## src/rtl/burst_seq_pkg.sv

```systemverilog
package burst_seq_pkg;
    typedef enum logic [1:0] {
        OP_IDLE  = 2'd0,
        OP_START = 2'd1,
        OP_NEXT  = 2'd2,
        OP_HOLD  = 2'd3
    } op_e;
endpackage

```

## src/rtl/burst_seq_decode.sv

```systemverilog
module burst_seq_decode
    import burst_seq_pkg::*;
#(
    parameter int NBYTE = 2
) (
    input  logic             cs_n,
    input  logic             cs2,
    input  logic             cs2_n,
    input  logic             adsp_n,
    input  logic             adsc_n,
    input  logic             adv_n,
    input  logic [NBYTE-1:0] we_n,
    input  logic             live,
    output op_e              op,
    output logic             valid,
    output logic             wr,
    output logic [NBYTE-1:0] be
);
    logic sel;
    logic p_req;
    logic c_req;
    logic any_we;

    always_comb begin
        sel    = !cs_n && cs2 && !cs2_n;
        p_req  = !adsp_n && !cs_n;      // processor strobe blocked by primary select
        c_req  = !adsc_n;
        any_we = |(~we_n);
        op     = OP_IDLE;
        valid  = 1'b0;
        wr     = 1'b0;
        if (p_req || c_req) begin
            if (sel) begin
                op    = OP_START;
                valid = 1'b1;
                wr    = p_req ? 1'b0 : any_we;
            end
        end else if (live) begin
            op    = adv_n ? OP_HOLD : OP_NEXT;
            valid = 1'b1;
            wr    = any_we;
        end
        if (!valid)   be = '0;
        else if (wr)  be = ~we_n;
        else          be = '1;
    end
endmodule

```

## src/rtl/burst_seq_ctr.sv

```systemverilog
module burst_seq_ctr
    import burst_seq_pkg::*;
#(
    parameter int ADDR_W = 16,
    parameter int CNT_W  = 2
) (
    input  logic              clk,
    input  logic              rst_n,
    input  op_e               op,
    input  logic [ADDR_W-1:0] addr,
    output logic [ADDR_W-1:0] acc_addr
);
    localparam int UPPER_W = ADDR_W - CNT_W;

    typedef struct packed {
        logic [UPPER_W-1:0] upper;
        logic [CNT_W-1:0]   start;
        logic [CNT_W-1:0]   cnt;
    } ctr_s;

    ctr_s ctr_d;
    ctr_s ctr_q;
    logic [CNT_W-1:0] lo_w;

    always_comb begin
        ctr_d = ctr_q;
        case (op)
            OP_START: begin
                ctr_d.upper = addr[ADDR_W-1:CNT_W];
                ctr_d.start = addr[CNT_W-1:0];
                ctr_d.cnt   = '0;
            end
            OP_NEXT:  ctr_d.cnt = ctr_q.cnt + 1'b1;
            default:  ctr_d = ctr_q;
        endcase
    end

    always_ff @(posedge clk or negedge rst_n) begin
        if (!rst_n) ctr_q <= '0;
        else        ctr_q <= ctr_d;
    end

    assign lo_w     = ctr_q.start ^ ctr_q.cnt;
    assign acc_addr = {ctr_q.upper, lo_w};


    step_moves_chk: assert property (@(posedge clk) disable iff (!rst_n)
        (op == OP_NEXT) |=> (lo_w != $past(lo_w)) && $stable(ctr_q.upper));


    pause_holds_chk: assert property (@(posedge clk) disable iff (!rst_n)
        (op == OP_HOLD) |=> $stable(acc_addr));
endmodule

```

## src/rtl/burst_seq_top.sv

```systemverilog
module burst_seq_top
    import burst_seq_pkg::*;
#(
    parameter int ADDR_W = 16,
    parameter int NBYTE  = 2,
    parameter int CNT_W  = 2
) (
    input  logic              clk,
    input  logic              rst_n,
    input  logic [ADDR_W-1:0] addr_i,
    input  logic              cs_n_i,
    input  logic              cs2_i,
    input  logic              cs2_n_i,
    input  logic              adsp_n_i,
    input  logic              adsc_n_i,
    input  logic              adv_n_i,
    input  logic [NBYTE-1:0]  we_n_i,
    output logic              acc_valid_o,
    output logic              acc_write_o,
    output logic [NBYTE-1:0]  acc_be_o,
    output logic [ADDR_W-1:0] acc_addr_o
);
    typedef struct packed {
        logic             live;
        logic             valid;
        logic             wr;
        logic [NBYTE-1:0] be;
    } acc_s;

    acc_s acc_d;
    acc_s acc_q;

    op_e              op_w;
    logic             valid_w;
    logic             wr_w;
    logic [NBYTE-1:0] be_w;

    burst_seq_decode #(.NBYTE(NBYTE)) u_decode (
        .cs_n   (cs_n_i),
        .cs2    (cs2_i),
        .cs2_n  (cs2_n_i),
        .adsp_n (adsp_n_i),
        .adsc_n (adsc_n_i),
        .adv_n  (adv_n_i),
        .we_n   (we_n_i),
        .live   (acc_q.live),
        .op     (op_w),
        .valid  (valid_w),
        .wr     (wr_w),
        .be     (be_w)
    );

    burst_seq_ctr #(.ADDR_W(ADDR_W), .CNT_W(CNT_W)) u_ctr (
        .clk      (clk),
        .rst_n    (rst_n),
        .op       (op_w),
        .addr     (addr_i),
        .acc_addr (acc_addr_o)
    );

    always_comb begin
        acc_d       = acc_q;
        acc_d.live  = (op_w != OP_IDLE);
        acc_d.valid = valid_w;
        acc_d.wr    = wr_w;
        acc_d.be    = be_w;
    end

    always_ff @(posedge clk or negedge rst_n) begin
        if (!rst_n) acc_q <= '0;
        else        acc_q <= acc_d;
    end

    assign acc_valid_o = acc_q.valid;
    assign acc_write_o = acc_q.wr;
    assign acc_be_o    = acc_q.be;


    psd_read_chk: assert property (@(posedge clk) disable iff (!rst_n)
        (!adsp_n_i && !cs_n_i && cs2_i && !cs2_n_i) |=> (acc_valid_o && !acc_write_o));


    desel_chk: assert property (@(posedge clk) disable iff (!rst_n)
        ((!adsc_n_i || (!adsp_n_i && !cs_n_i)) && (cs_n_i || !cs2_i || cs2_n_i))
        |=> !acc_valid_o);


    write_be_chk: assert property (@(posedge clk) disable iff (!rst_n)
        acc_write_o |-> (acc_valid_o && acc_be_o != '0));


    upper_fixed_chk: assert property (@(posedge clk) disable iff (!rst_n)
        (acc_valid_o && adsp_n_i && adsc_n_i)
        |=> $stable(acc_addr_o[ADDR_W-1:CNT_W]));
endmodule

```

## config.mk

```make
export PLATFORM = sky130hd
export DESIGN_NAME = burst_seq_top
export DESIGN_NICKNAME = d
export VERILOG_FILES = /design/src/rtl/burst_seq_pkg.sv /design/src/rtl/burst_seq_decode.sv /design/src/rtl/burst_seq_ctr.sv /design/src/rtl/burst_seq_top.sv
export SDC_FILE = /design/constraint.sdc
export NUM_CORES = 1
export LEC_CHECK = 0
export ABC_AREA = 1
export CAP_MARGIN = 10
export CORE_MARGIN = 4
export CORE_UTILIZATION = 45
export DETAILED_ROUTE_END_ITERATION = 8
export DONT_BUFFER_PORTS = 1
export PLACE_DENSITY_LB_ADDON = 0.08
export SKIP_LAST_GASP = 1
export SYNTH_ARGS = -nofsm -noshare
export SYNTH_HDL_FRONTEND = slang
export SYNTH_SLANG_ARGS = --single-unit
```

## constraint.sdc

```tcl
create_clock -name clk -period 3 [get_ports clk]
set_input_delay 0.6 -clock clk [delete_from_list [all_inputs] [get_ports clk]]
set_output_delay 0.6 -clock clk [all_outputs]
set_load 0.01 [all_outputs]
```

==> flow_summary.toml <==
[worst_setup_path]
r2r-end = "u_ctr.acc_addr[7]$_DFFE_PN0N_"
cp_max_fo = 16
cp_slowest_stage_delay_ps = 420
cpMostUsedCell = "inv_1"
critPathSlowestCell = "dfrtp_1"
critPathKind = "flip-flop to flip-flop"
reg2reg_from = "acc_q[4]$_DFF_PN0_"
crit_arrival_ps = 1840
reg2reg_slack_ps = 1350
start_kind = "flip-flop"
cp-end-kind = "flip-flop"
required_ps = 3200
reg2reg_depth = 7
crit_chain = "nand3_2 > inv_1 > a21oi_2 > inv_1 > ha_1 > buf_4 > mux2_4"

[clock_network]
clock_latency_ps = 300
cts_buffer_depth = 2
cts_tree = "done"
clock-sinks = 23
cts_max_level = 1
cts-buffers-inserted = 3
cts-root-buf = "clkbuf_4"
cts.clk_slew.worst_paths_ps = 120

[cells_and_area]
nets = 112
fillers = 230
drive_above_1_share = 0.305
seq_area_um2 = 576
antenna_cells = 0
multi_input_area_um2 = 388
synthToLayoutAreaGrowth_pct = -5.06
fin_area_um2 = 1080
post-route-util = 0.470

[sta]
slew_headroom = 0.320
fmax_mhz = 607
hold_viol = 0
drv_slew = 0
period_share = 0.549
worstMarginPinSlew_ps = 1020
setup_viol = 0
fin_tns_setup_ps = 0
rsz0062_at_grt = "no"
min_period_ps = 1650
fin_skew_ps = 1.12

[power]
power_frac_comb = 0.183
p_seq_frac = 0.628
ir_drop_mv = 0.291
p_leak_nw = 0.548
pwr-share-clk = 0.189
internal-power_mw = 0.519
powerDensity_nw_per_um2 = 676
p_sw_mw = 0.211
switching_share = 0.289
finalPower_mw = 0.730

[min_path]
min-delay-start = "we_n_i[0]"
worstHoldPathType = "primary input to flip-flop"
worstHoldPathCells = 1
min_to = "acc_be_o[0]$_DFF_PN0_"

[synthesis]
synthesis.nets = 121
synth_top_cell_by_area = "dfrtp_1"
syn_area_per_cell_um2 = 12.4
synth-seq-cells = 23
yosysWarnings = 0
syn-instance-count = 92
synth_top_area_share = 0.506
synth.area.top_cells = "dfrtp_1, mux2_4, buf_4"
ys_types = 20
syn-cell-area_um2 = 1140
yosysSeqAreaShare = 0.506

[global_route]
grt_max_degree = 24
antenna_found_initial = 0
grt_overflow_total = 0
grt_pass1_wl_um = 2570
first_global_vias = 552
grt_usage = 0.101

[placed_design]
dp_hpwl_um = 1280
portBuffers = 0
gp_congestion = 0.636
post_dp_cell_area_um2 = 1040

[routing]
wl_per_cell_um = 15.2
drt-initial-drc-count = 26
ant_nets = 0
drc = 0
vias = 560
drt_wl_total_um = 1670
drtPass1Iterations = 2
viasPerCell = 5.09

[floorplan]
rows = 17
core_region_area_um2 = 2300
initial_core_util = 0.495
die_y_um = 58.3
ios = 46
die_w_um = 58.3
fp.dieArea_um2 = 3400

[run_status]
outcome = "completed"

[run]
cap_violations = 0
[power by group through the flow]
stage / registers (mW) / clock network (mW) / logic [mW]
6_report: 0.458 / 0.138 / 0.134
5_1_grt: 0.470 / 0.150 / 0.146
4_1_cts: 0.462 / 0.144 / 0.137
3_5_place_dp: 0.468 / 0 / 0.129
3_3_place_gp: 0.468 / 0 / 0.126
2_1_floorplan: 0.419 / 0 / 0.232
[placed cells by master, fill, tap and decap left out]
cell and instances:
a21oi_2 1, nand3_1 1, nand2_1 8, clkbuf_1 1, nand3_2 1, nor2_1 2
inv_1 10, dfrtp_1 23, nand2_2 1, ha_1 3, nand4_1 1, dlygate4sd3_1 1
nor2_2 2, buf_4 1, a21oi_1 3, mux2_2 6, xor2_1 2, mux2_4 10
clkbuf_4 3, o22ai_1 1, nand3b_1 1
[metrics by stage]
step / worst slack [ps] / hold slack, ps / std cells
floorplan: 1070 / 304 / 92
global placement: 1040 / 305 / 105
detailed placement: 1010 / 305 / 105
CTS: 1340 / 366 / 110
global route: 1210 / 362 / 110
finish: 1350 / 376 / 110
[cells by family after synthesis]
| group | after synthesis | share of synthesized area |
|---|---|---|
| fa+ha+maj | 3 | 0.0330 |
| flops | 23 | 0.506 |
| simple gates | 17 | 0.0748 |
| buf+inv | 26 | 0.153 |
| mux | 16 | 0.191 |
| xor+xnor | 2 | 0.0154 |
| compound gates | 5 | 0.0264 |
[timing repair]
item | CTS | global route
hold buffers | 1 | 0
hold endpoints to repair | 23 | 0
setup buffers | 0 | 0
endpoints found under the setup margin | 0 | 0
resized for setup | 0 | 0
[cell type report]
cell class / count / share of cell area
clock buffers: 4 / 0.0243
inverters: 10 / 0.0348
multi-input cells: 43 / 0.359
flip-flops and latches: 23 / 0.533
well taps: 28 / 0.0324
repair buffers: 2 / 0.0162
[Yosys cell counts, drive strengths merged]
cell,n
dfrtp,23
buf,16
mux2,16
inv,10
nand2,9
a21oi,4
nor2,4
ha,3
nand3,2
xor2,2
nand3b,1
nand4,1
o22ai,1
[layer usage]
layer,wire length (um),track usage
met1,627,0.110
met2,846,0.163
met3,168,0.0423
met4,27,0.0596
met5,0,0
[worst max path at each step]
stage | from | end | slack [ps] | cells after the start
final | acc_q[4]$_DFF_PN0_ | u_ctr.acc_addr[7]$_DFFE_PN0N_ | 1350 | 7
after floorplan | cs_n_i | u_ctr.acc_addr[12]$_DFFE_PN0N_ | 1070 | 10
after CTS | acc_q[4]$_DFF_PN0_ | u_ctr.acc_addr[7]$_DFFE_PN0N_ | 1340 | 7
after global routing | cs_n_i | u_ctr.ctr_q[3]$_DFFE_PN0N_ | 1210 | 10
after global placement | cs_n_i | u_ctr.acc_addr[15]$_DFFE_PN0N_ | 1040 | 10
after detailed placement | cs_n_i | u_ctr.acc_addr[9]$_DFFE_PN0N_ | 1010 | 10
[worst max-delay path: cells and delay by family (launching register included)]
kind	cells	cell delay (ps)
AO/OA/AOI/OAI	1	170
adder cells (fa/ha/maj)	1	170
buffers and inverters	3	360
flip-flops	1	420
multiplexers	1	320
AND/OR/NAND/NOR	1	100
[sequential cells by signal, indices dropped and copies added, names as in the netlist]
register / flops
acc_be_o: 2
acc_q: 1
acc_valid_o: 1
acc_write_o: 1
u_ctr.acc_addr: 14
u_ctr.ctr_q: 4
(Power assumes the default switching activity.)
